===== src/rtl/gfx_arb_pkg.sv =====
package gfx_arb_pkg;
  localparam int CODE_W = 3;

  typedef enum logic [CODE_W-1:0] {
    ST_FLUSH = 3'b000,
    ST_READ  = 3'b001,
    ST_WR_LO = 3'b010,
    ST_WR_HI = 3'b011,
    ST_START = 3'b111
  } st_code_e;

  function automatic logic code_legal(input logic [CODE_W-1:0] c);
    return (c[2] == 1'b0) || (c == ST_START);
  endfunction
endpackage


===== src/rtl/gfx_line_pol.sv =====
module gfx_line_pol #(
  parameter int N = 1
) (
  input  logic         mode_hi,
  input  logic [N-1:0] a,
  output logic [N-1:0] y
);
  // mode_hi=1 passes lines through, mode_hi=0 inverts them
  for (genvar i = 0; i < N; i++) begin : g_bit
    assign y[i] = mode_hi ? a[i] : ~a[i];
  end
endmodule


===== src/rtl/gfx_arb_pick.sv =====
module gfx_arb_pick
  import gfx_arb_pkg::*;
(
  input  logic              wr_hi,
  input  logic              wr_lo,
  input  logic              rd,
  input  logic              fl,
  input  logic              req,
  input  logic              rbf,
  output logic              pick_vld,
  output logic [CODE_W-1:0] pick_code
);
  logic rd_ok, fl_ok;

  assign rd_ok = rd & ~rbf;
  assign fl_ok = fl & ~rbf;

  always_comb begin
    pick_vld  = 1'b1;
    pick_code = ST_START;
    if (wr_hi)      pick_code = ST_WR_HI;
    else if (wr_lo) pick_code = ST_WR_LO;
    else if (rd_ok) pick_code = ST_READ;
    else if (fl_ok) pick_code = ST_FLUSH;
    else if (req)   pick_code = ST_START;
    else            pick_vld  = 1'b0;
  end

  always_comb begin
    if (pick_vld) assert_pick_legal_R9: assert (code_legal(pick_code));
    if (rbf && pick_vld)
      assert_pick_rbf_R4: assert (pick_code != ST_READ && pick_code != ST_FLUSH);
  end
endmodule


===== src/rtl/gfx_arb_hold.sv =====
module gfx_arb_hold
  import gfx_arb_pkg::*;
(
  input  logic              clk,
  input  logic              rst_n,
  input  logic              pick_vld,
  input  logic [CODE_W-1:0] pick_code,
  input  logic              done,
  output logic              gnt_q,
  output logic [CODE_W-1:0] code_q
);
  logic              gnt_d;
  logic [CODE_W-1:0] code_d;
  logic              upd_en;

  always_comb begin
    gnt_d  = gnt_q;
    code_d = code_q;
    upd_en = 1'b0;
    if (gnt_q) begin
      if (done) begin
        upd_en = 1'b1;
        gnt_d  = 1'b0;
        code_d = ST_START;
      end
    end else if (pick_vld) begin
      upd_en = 1'b1;
      gnt_d  = 1'b1;
      code_d = pick_code;
    end
  end

  always_ff @(posedge clk or negedge rst_n) begin
    if (!rst_n) begin
      gnt_q  <= 1'b0;
      code_q <= ST_START;
    end else if (upd_en) begin
      gnt_q  <= gnt_d;
      code_q <= code_d;
    end
  end

  assert_hold_stable_R6: assert property (@(posedge clk) disable iff (!rst_n)
    (gnt_q && !done) |=> (gnt_q && $stable(code_q)));
  assert_release_R7: assert property (@(posedge clk) disable iff (!rst_n)
    (gnt_q && done) |=> !gnt_q);
  assert_no_reserved_R9: assert property (@(posedge clk) disable iff (!rst_n)
    gnt_q |-> code_legal(code_q));
  assert_idle_code_R10: assert property (@(posedge clk) disable iff (!rst_n)
    !gnt_q |-> (code_q == ST_START));
endmodule


===== src/rtl/gfx_grant_arbiter.sv =====
module gfx_grant_arbiter
  import gfx_arb_pkg::*;
(
  input  logic              clk,
  input  logic              rst_n,
  input  logic              mode_hi,
  input  logic              req_line,
  input  logic              rbf_line,
  input  logic              rd_pend,
  input  logic              fl_pend,
  input  logic              wr_lo_pend,
  input  logic              wr_hi_pend,
  input  logic              xfer_done,
  output logic              gnt_line,
  output logic [CODE_W-1:0] st_code
);
  logic [1:0]        in_int;
  logic              req_i, rbf_i;
  logic              pick_vld;
  logic [CODE_W-1:0] pick_code;
  logic              gnt_q;
  logic [CODE_W-1:0] code_q;

  gfx_line_pol #(.N(2)) u_in_pol (
    .mode_hi (mode_hi),
    .a       ({rbf_line, req_line}),
    .y       (in_int)
  );
  assign req_i = in_int[0];
  assign rbf_i = in_int[1];

  gfx_arb_pick u_pick (
    .wr_hi     (wr_hi_pend),
    .wr_lo     (wr_lo_pend),
    .rd        (rd_pend),
    .fl        (fl_pend),
    .req       (req_i),
    .rbf       (rbf_i),
    .pick_vld  (pick_vld),
    .pick_code (pick_code)
  );

  gfx_arb_hold u_hold (
    .clk       (clk),
    .rst_n     (rst_n),
    .pick_vld  (pick_vld),
    .pick_code (pick_code),
    .done      (xfer_done),
    .gnt_q     (gnt_q),
    .code_q    (code_q)
  );

  gfx_line_pol #(.N(1)) u_out_pol (
    .mode_hi (mode_hi),
    .a       (gnt_q),
    .y       (gnt_line)
  );
  assign st_code = code_q;

  assert_rbf_block_R4: assert property (@(posedge clk) disable iff (!rst_n)
    ($rose(gnt_q) && (code_q == ST_READ || code_q == ST_FLUSH)) |-> !$past(rbf_i));
  assert_write_first_R2: assert property (@(posedge clk) disable iff (!rst_n)
    (!gnt_q && wr_hi_pend) |=> (gnt_q && code_q == ST_WR_HI));
  assert_quiet_idle_R5: assert property (@(posedge clk) disable iff (!rst_n)
    (!gnt_q && !wr_hi_pend && !wr_lo_pend && !rd_pend && !fl_pend && !req_i) |=> !gnt_q);
endmodule


===== config.mk =====
export PLATFORM = sky130hd
export DESIGN_NAME = gfx_grant_arbiter
export DESIGN_NICKNAME = d
export VERILOG_FILES = /design/src/rtl/gfx_arb_pkg.sv /design/src/rtl/gfx_line_pol.sv /design/src/rtl/gfx_arb_pick.sv /design/src/rtl/gfx_arb_hold.sv /design/src/rtl/gfx_grant_arbiter.sv
export SDC_FILE = /design/constraint.sdc
export NUM_CORES = 1
export LEC_CHECK = 0
export CAP_MARGIN = 20
export CORE_AREA = 8 8 45 47
export CTS_BUF_LIST = sky130_fd_sc_hd__clkbuf_4 sky130_fd_sc_hd__clkbuf_8
export DETAILED_ROUTE_END_ITERATION = 8
export DIE_AREA = 0 0 53 55
export RECOVER_POWER = 100
export SYNTH_ARGS = -nofsm -noshare
export SYNTH_HDL_FRONTEND = slang
export SYNTH_SLANG_ARGS = --single-unit

===== constraint.sdc =====
create_clock -name clk -period 1.22 [get_ports clk]
set_input_delay 0.244 -clock clk [delete_from_list [all_inputs] [get_ports clk]]
set_output_delay 0.244 -clock clk [all_outputs]
set_load 0.02 [all_outputs]

Word-level counts from Yosys, hierarchy flattened
Cells that the tools add are included.

cells by class
  equal/unequal tests = 1
  muxes and demuxes = 20
  bitwise operators = 6
  reductions and logical operators = 2

operator list
  operator                              count
  two-way mux 3 bit                     7
  two-way mux 1 bit                     13
  NOT 1 bit                             4
  AND reduction 3 bit                   1
  AND 1 bit                             2
  != test 2 bit, second input constant  1
  nonzero test 2 bit                    1

word-level totals
  register bits after elaboration = 4
  input port bits = 10
  logic and storage cells = 31

Logic depth before layout (Yosys ltp)
Gate-level depths: netlist of run 1.

  depth after elaboration = 11
  gate-level depth with buffers = 4
  depth with buffers taken out = 3

Hierarchy
Synthesis of run 1 repeated with hierarchy kept, for this count alone.

second synthesis, totals
  cell total of the unflattened synthesis = 23
  area, all modules = 250.2 µm²

modules (own cells, without submodules)
  module                    times used  cells an instance  area an instance (µm²)  seq. area each (µm²)
  gfx_arb_hold              1           13                 178.9                   103.8
  gfx_arb_pick              1           7                  45.0                    0.0
  gfx_line_pol (u_in_pol)   1           2                  17.5                    0.0
  gfx_line_pol (u_out_pol)  1           1                  8.8                     0.0

Least setup slack after synthesis of run 1
Ideal clock, no wire load.

  kind = input-to-reg
  start point = in wr_lo_pend
  end point = reg u_hold.code_q[0]
  library setup time = 83 ps
  data arrival time = 1156 ps
  data required time = 1137 ps
  path slack = -20 ps
  cell stages on the path = 3
  cells stage by stage = or4_1 o311a_1 o32a_1

on the way
  cells in the longest elaborated chain, start to end = 5
  elaborated cells on any way between the ends = 10
  those cells by class = 8 x mux; 2 x reduce/logical

RTL lines
  what                           RTL line                 RTL
  from (decl)                    gfx_grant_arbiter.sv:11  input logic wr_lo_pend,
  two-way mux 1 bit              gfx_arb_pick.sv:22       else if (wr_lo) pick_code = ST_WR_LO;
  two-way mux 1 bit              gfx_arb_pick.sv:21       if (wr_hi) pick_code = ST_WR_HI;
  two-way mux 1 bit              gfx_arb_hold.sv:26       end else if (pick_vld) begin
  two-way mux 1 bit              gfx_arb_hold.sv:20       if (gnt_q) begin
  AND reduction 3 bit (no line)  -
  to (signal assigned)           gfx_arb_hold.sv:39       code_q <= code_d;
  to (decl)                      gfx_arb_hold.sv:10       output logic [CODE_W-1:0] code_q

Several ways; a longest one is shown, not always the timed one. The select of a mux whose other input is x is not followed.
A chain may end at the register's enable or synchronous reset.

Worst setup path after layout of run 1
Ends and elaborated chain as after synthesis.

==> flow_metrics.py, run 1 <==
metrics = {
    "status": {
        "status": "completed",
    },
    "drt": {
        "routed_wl_um": 699,
        "vias_per_cell": 4.36,
        "ant_nets": 0,
        "drtIter0Drc": 4,
        "drc_errors": 0,
        "drtPass1Iterations": 2,
        "avgRoutedWirePerCell_um": 10.4,
        "vias": 292,
    },
    "grt": {
        "gr-total-overflow": 0,
        "grt_util_all_layers": 0.0608,
        "gr-usage-met2": 0.102,
        "busiest_layer": "met2",
        "grt_pass1_vias": 317,
        "grt_max_degree": 8,
        "grt_pass1_wl_um": 1300,
        "met1_usage": 0.0613,
        "antenna_found_initial": 0,
        "met3_usage": 0.0267,
    },
    "synthesis": {
        "syn_area_per_cell_um2": 9.61,
        "synth_cell_types": 17,
        "synth.area.top_cells": "dfstp_2 33%, dfrtp_1 10%, o32a_1 8.3%, xor2_1 7.3%, o21ai_1 4.2%",
        "synth_top_area_share": 0.328,
        "synth_fp_nets": 35,
        "synth_cells": 25,
        "ys_seq_elements": 4,
        "yosysSeqAreaShare": 0.432,
        "synth_area_leader_cell": "dfstp_2",
        "yosys_warnings": 0,
        "netlist_area_um2": 240,
    },
    "clocking": {
        "clk_path_buf_depth": 2,
        "clk_pin_slew_ps": 40,
        "holdBufCountCts": 0,
        "cts.sinks": 4,
        "numCtsBuffers": 3,
        "cts_tree": "done",
        "htreeDepth": 1,
        "cts_root_buf": "clkbuf_4",
        "clk_latency_ps": 240,
    },
    "sta": {
        "clock_skew_ps": 7.38,
        "holdWs_ps": 276,
        "tightest_slew_ps": 230,
        "rsz0062_at_grt": "false",
        "relSlewSlack": 0.846,
        "fin_crit_ps": 1160,
        "slew_viol_final": 0,
        "hold_violations": 0,
        "finalCritPeriodShare": 0.953,
        "clock.fmax_ghz": 0.860,
        "setup_viol": 0,
    },
    "flow_run": {
        "maxCapViolations": 0,
    },
    "critical_path": {
        "worst_ep_arrival_time_ps": 1310,
        "critical_path.max_stage_delay_ps": 400,
        "reg2reg_slack_ps": 100,
        "critPathSlowestCell": "or4_1",
        "path_cells": "dlygate4sd2_1 > or4_1 > o311a_1 > o32a_1",
        "worstSetupStartpointType": "input port",
        "required_ps": 1370,
        "worstSetupEndpointType": "register",
        "crit_type": "in -> reg",
        "crit_path_max_fanout": 2,
    },
    "layout": {
        "final_area_um2": 474,
        "antenna_cells": 0,
        "drive_above_1_share": 0.529,
        "fin_nets": 62,
        "syn2layout_area_growth_pct": 97.4,
        "fin_util": 0.343,
    },
    "floorplanning": {
        "die_area_mm2": 0.00292,
        "row_count": 14,
        "die_x_um": 53,
        "start_util": 0.174,
        "core-area_mm2": 0.00138,
        "ioPinCount": 14,
        "chipHeight_um": 55,
    },
    "place": {
        "place.gp.congestion": 0.687,
        "port_buffers": 13,
        "dpl-instance-area_um2": 447,
        "hpwlAfterDp_um": 605,
    },
    "power_and_ir_drop": {
        "power.leakage_nw": 0.221,
        "peakVddDrop_uv": 394,
        "power_density_mw_per_mm2": 1110,
    },
    "hold_path": {
        "hold_class": "in -> async",
    },
}
-- synth_stat cells --
cell and n:
dfstp_2 3, inv_1 2, nand2_1 2, nor2_1 2, o21ai_1 2, o32a_1 2, xor2_1 2, a31oi_1 1
a32oi_1 1, clkbuf_1 1, dfrtp_1 1, nor3_1 1, o21ba_1 1, o311a_1 1, or2_2 1, or4_1 1
xnor2_1 1
-- layer usage --
metal  vias up  share of wire
met2         7           0.50
met5         -              0
li1        144              -
met4         0              0
met1       141           0.45
met3         0          0.046
-- worst paths after layout --
path,start,endpoint,cells past startpoint
worst max-delay path,wr_lo_pend,u_hold.code_q[0],4
worst min-delay path,rst_n,u_hold.gnt_q,1
worst max register to register,u_hold.gnt_q,u_hold.code_q[0],4
worst min register to register,u_hold.code_q[2],u_hold.code_q[2],1
max in group asynchronous,rst_n,u_hold.code_q[0],1
min in group clk,fl_pend,u_hold.code_q[1],4
-- flip-flops by register name (all words and copies together) (netlist names) --
signal / count
u_hold.code_q: 3
u_hold.gnt_q: 1
-- report_power, final --
part	internal, mW	leakage, nW	switching [mW]
Combinational	0.0872	0.161	0.0756
Clock	0.145	0.0184	0.0542
Sequential	0.156	0.0424	0.00822
Total	0.388	0.221	0.138
-- cell type report --
cell class,instances,area [µm²]
sequential,4,104
timing repair buffer,23,176
fill,161,910
tap,16,20.0
multi-input combinational,18,136
inverter,2,7.51
clock buffer,4,30.0
-- critical path: cells and delay by family --
| family | cells | cell delay [ps] |
|---|---|---|
| AO/OA/AOI/OAI | 2 | 420 |
| buffers and inverters | 1 | 240 |
| AND/OR/NAND/NOR | 1 | 400 |
-- cells by family after synthesis --
group | after synthesis | synth area share
AO/OA/AOI/OAI | 8 | 0.271
XOR/XNOR | 3 | 0.109
buffers and inverters | 3 | 0.0469
flip-flops | 4 | 0.432
AND/OR/NAND/NOR | 7 | 0.141
-- per-stage QoR --
stage                     cells  power [mW]  TNS (ps)  setup WS [ps]
after global placement       61       0.338     -2460           -497
after global routing         67       0.569         0           4.39
after floorplan              25       0.234     -19.5          -19.5
final                        67       0.526         0           57.1
after detailed placement     61       0.340     -2540           -516
after CTS                    67       0.542         0           4.37
-- timing repair --
item | 4_1_cts | 5_1_grt
setup buffers | 2 | 0
resized for setup | 35 | 1
endpoints found under the setup margin | 8 | 2
gates cloned | 0 | 0
hold endpoints to repair | 0 | 0
pin swaps | 6 | 2
-- placed cells by master (no fill, tap or decap), drive strengths merged --
master / netlist / layout
buf: 0 / 11
o32a: 2 / 2
clkbuf: 1 / 9
xnor2: 1 / 1
dlygate4sd3: 0 / 1
clkdlybuf4s15: 0 / 2
dfrtp: 1 / 1
dfstp: 3 / 3
nand2: 2 / 2
xor2: 2 / 2
o311a: 1 / 1
dlygate4sd2: 0 / 3
a32oi: 1 / 1
nor2: 2 / 2
clkdlybuf4s50: 0 / 1
o21ba: 1 / 1
nor3: 1 / 1
a31oi: 1 / 1
inv: 2 / 2
o21ai: 2 / 2
or2: 1 / 1
or4: 1 / 1
Power figures use the tool's default switching activity.
==> run 2, diff against run 1 <==
--- a/config.mk
+++ b/config.mk
@@ -11,6 +11,7 @@
 export DETAILED_ROUTE_END_ITERATION = 8
 export DIE_AREA = 0 0 53 55
 export RECOVER_POWER = 100
+export SKIP_CTS_REPAIR_TIMING = 1
 export SYNTH_ARGS = -nofsm -noshare
 export SYNTH_HDL_FRONTEND = slang
 export SYNTH_SLANG_ARGS = --single-unit
==> constraint.sdc (replaced) <==
create_clock -name clk -period 1.45 [get_ports clk]
set_input_delay 0.29 -clock clk [delete_from_list [all_inputs] [get_ports clk]]
set_output_delay 0.29 -clock clk [all_outputs]
set_load 0.02 [all_outputs]
==> run 2 against run 1 <==
Net effect:
- combinational power decreased by 24%
- sequential cell count unchanged
- non-clock buffer count down 2
- clock power fell by 16%
- hold slack gained 43 ps
- sequential share of layout area rose by 0.47 points
- total power is 18% lower
- clock-buffer cell count unchanged
- clock skew barely moved
- routed wire length is 0.43% lower
- cell area decreased by 2.1%
- die area stayed put
- critical path type unchanged
- largest power group unchanged
- highest routed layer unchanged
==> flow_metrics.py, run 2 (same netlist as run 1, synthesis figures left out) <==
metrics = {
    "status": {
        "status": "completed",
    },
    "sta": {
        "fin_crit_ps": 1370,
        "clock.fmax_ghz": 0.732,
        "setup_tns_ps": 0,
        "slew_viol_final": 0,
        "clock_skew_ps": 7.11,
        "tightest_slew_ps": 343,
        "holdWs_ps": 319,
        "rsz0062_at_grt": "false",
        "setup_viol": 0,
        "relSlewSlack": 0.769,
        "finalCritPeriodShare": 0.942,
        "hold_violations": 0,
    },
    "grt": {
        "grt_pass1_vias": 305,
        "grt_pass1_wl_um": 1170,
        "grt_max_degree": 8,
        "grt_util_all_layers": 0.0559,
        "antenna_found_initial": 0,
        "gr-total-overflow": 0,
    },
    "power_and_ir_drop": {
        "power.total_mw": 0.430,
        "power_frac_seq": 0.320,
        "power.leakage_nw": 0.237,
        "comb_power_share": 0.288,
        "peakVddDrop_uv": 370,
        "switchingPower_mw": 0.112,
        "switching_share": 0.261,
        "clkPwrFrac": 0.392,
        "p_int_mw": 0.317,
        "power_density_mw_per_mm2": 926,
    },
    "drt": {
        "routed_wl_um": 696,
        "drtPass1Iterations": 2,
        "vias": 277,
        "drtIter0Drc": 3,
        "drc_errors": 0,
        "vias_per_cell": 4.26,
        "ant_nets": 0,
        "avgRoutedWirePerCell_um": 10.7,
    },
    "layout": {
        "seq_area_um2": 104,
        "drive_above_1_share": 0.327,
        "antenna_cells": 0,
        "final_cell_mix": "7 x buf_4, 5 x clkbuf_4, 5 x dlymetal6s2s_1, 4 x clkbuf_1",
        "multi_input_area_um2": 125,
        "largest_reg_flops": 3,
        "syn2layout_area_growth_pct": 93.2,
        "reg.largest.list": "u_hold.code_q: 3 flops, u_hold.gnt_q: 1 flops",
        "final.fill_count": 164,
        "mostFrequentLayoutCell": "buf_4",
        "final_area_um2": 464,
        "regMostFlops": "u_hold.code_q",
        "fin_nets": 60,
    },
    "flow_run": {
        "maxCapViolations": 0,
    },
    "clocking": {
        "clk_path_buf_depth": 2,
        "cts_root_buf": "clkbuf_4",
        "clk_latency_ps": 240,
        "htreeDepth": 1,
        "cts.sinks": 4,
        "clk_pin_slew_ps": 40,
        "numCtsBuffers": 3,
        "cts_tree": "done",
    },
    "critical_path": {
        "crit_type": "in -> reg",
        "worstSetupStartpointType": "input port",
        "worst_ep_arrival_time_ps": 1520,
        "critical_path.max_stage_delay_ps": 410,
        "path_cells": "clkdlybuf4s50_1 > xor2_1 > o311a_1 > o32a_1",
        "critPathSlowestCell": "clkdlybuf4s50_1",
        "crit_path_max_fanout": 2,
        "worstSetupEndpointType": "register",
        "required_ps": 1600,
    },
    "floorplanning": {
        "row_count": 14,
        "start_util": 0.174,
        "core-area_mm2": 0.00138,
        "die_x_um": 53,
        "ioPinCount": 14,
        "die_area_mm2": 0.00292,
        "chipHeight_um": 55,
    },
    "place": {
        "hpwlAfterDp_um": 599,
        "place.gp.congestion": 0.684,
        "dpl-instance-area_um2": 447,
        "port_buffers": 13,
    },
    "hold_path": {
        "hold_class": "in -> async",
    },
}
run 2: changes by cell type in the layout (fill, tap and decap cells not counted), sizes merged:
cell,change
buf,-4
dlygate4sd2,-3
clkdlybuf4s50,+2
clkdlybuf4s15,-2
dlymetal6s2s,+5
run 2: cell type report:
cell class	count	area share
inverter	2	0.0162
tap	16	0.0431
clock buffer	4	0.0647
multi-input combinational	18	0.270
sequential	4	0.224
timing repair buffer	21	0.383
run 2: worst max-delay path: cells and delay by family:
kind                   cells  cell delay, ps
AO/OA/AOI/OAI              2             650
buffers and inverters      1             410
XOR/XNOR                   1             160
run 2: stage by stage:
stage	std cells	setup slack (ps)	util
2_1_floorplan	25	164	-
3_3_place_gp	61	-357	0.323
3_5_place_dp	61	-361	0.323
4_1_cts	65	-366	0.344
5_1_grt	65	41.2	0.335
6_report	65	83.4	0.335
run 2: power by group through the flow:
stage | sequential [mW] | clock [mW] | combinational [mW]
after floorplan | 0.150 | 0 | 0.0467
after global placement | 0.139 | 0 | 0.144
after detailed placement | 0.139 | 0 | 0.146
after CTS | 0.138 | 0.178 | 0.147
after global routing | 0.139 | 0.194 | 0.135
final | 0.137 | 0.168 | 0.124
run 2: worst paths after layout:
path | from | end | slack (ps) | depth (start not counted)
worst min register to register | u_hold.code_q[2] | u_hold.code_q[2] | 530 | 1
max in group asynchronous | rst_n | u_hold.code_q[2] | 890 | 1
min in group clk | fl_pend | u_hold.code_q[1] | 510 | 4
worst max register to register | u_hold.gnt_q | u_hold.code_q[2] | 260 | 4
worst max-delay path | rbf_line | u_hold.code_q[0] | 80 | 4
worst min-delay path | rst_n | u_hold.gnt_q | 320 | 1
run 2: layer usage:
metal / GRT usage / up-vias / share of wire
met5: 0 / - / 0
met4: 0.0517 / 0 / 0
met3: 0.0294 / 0 / 0.063
met2: 0.0977 / 7 / 0.54
met1: 0.0443 / 129 / 0.40
li1: - / 141 / -
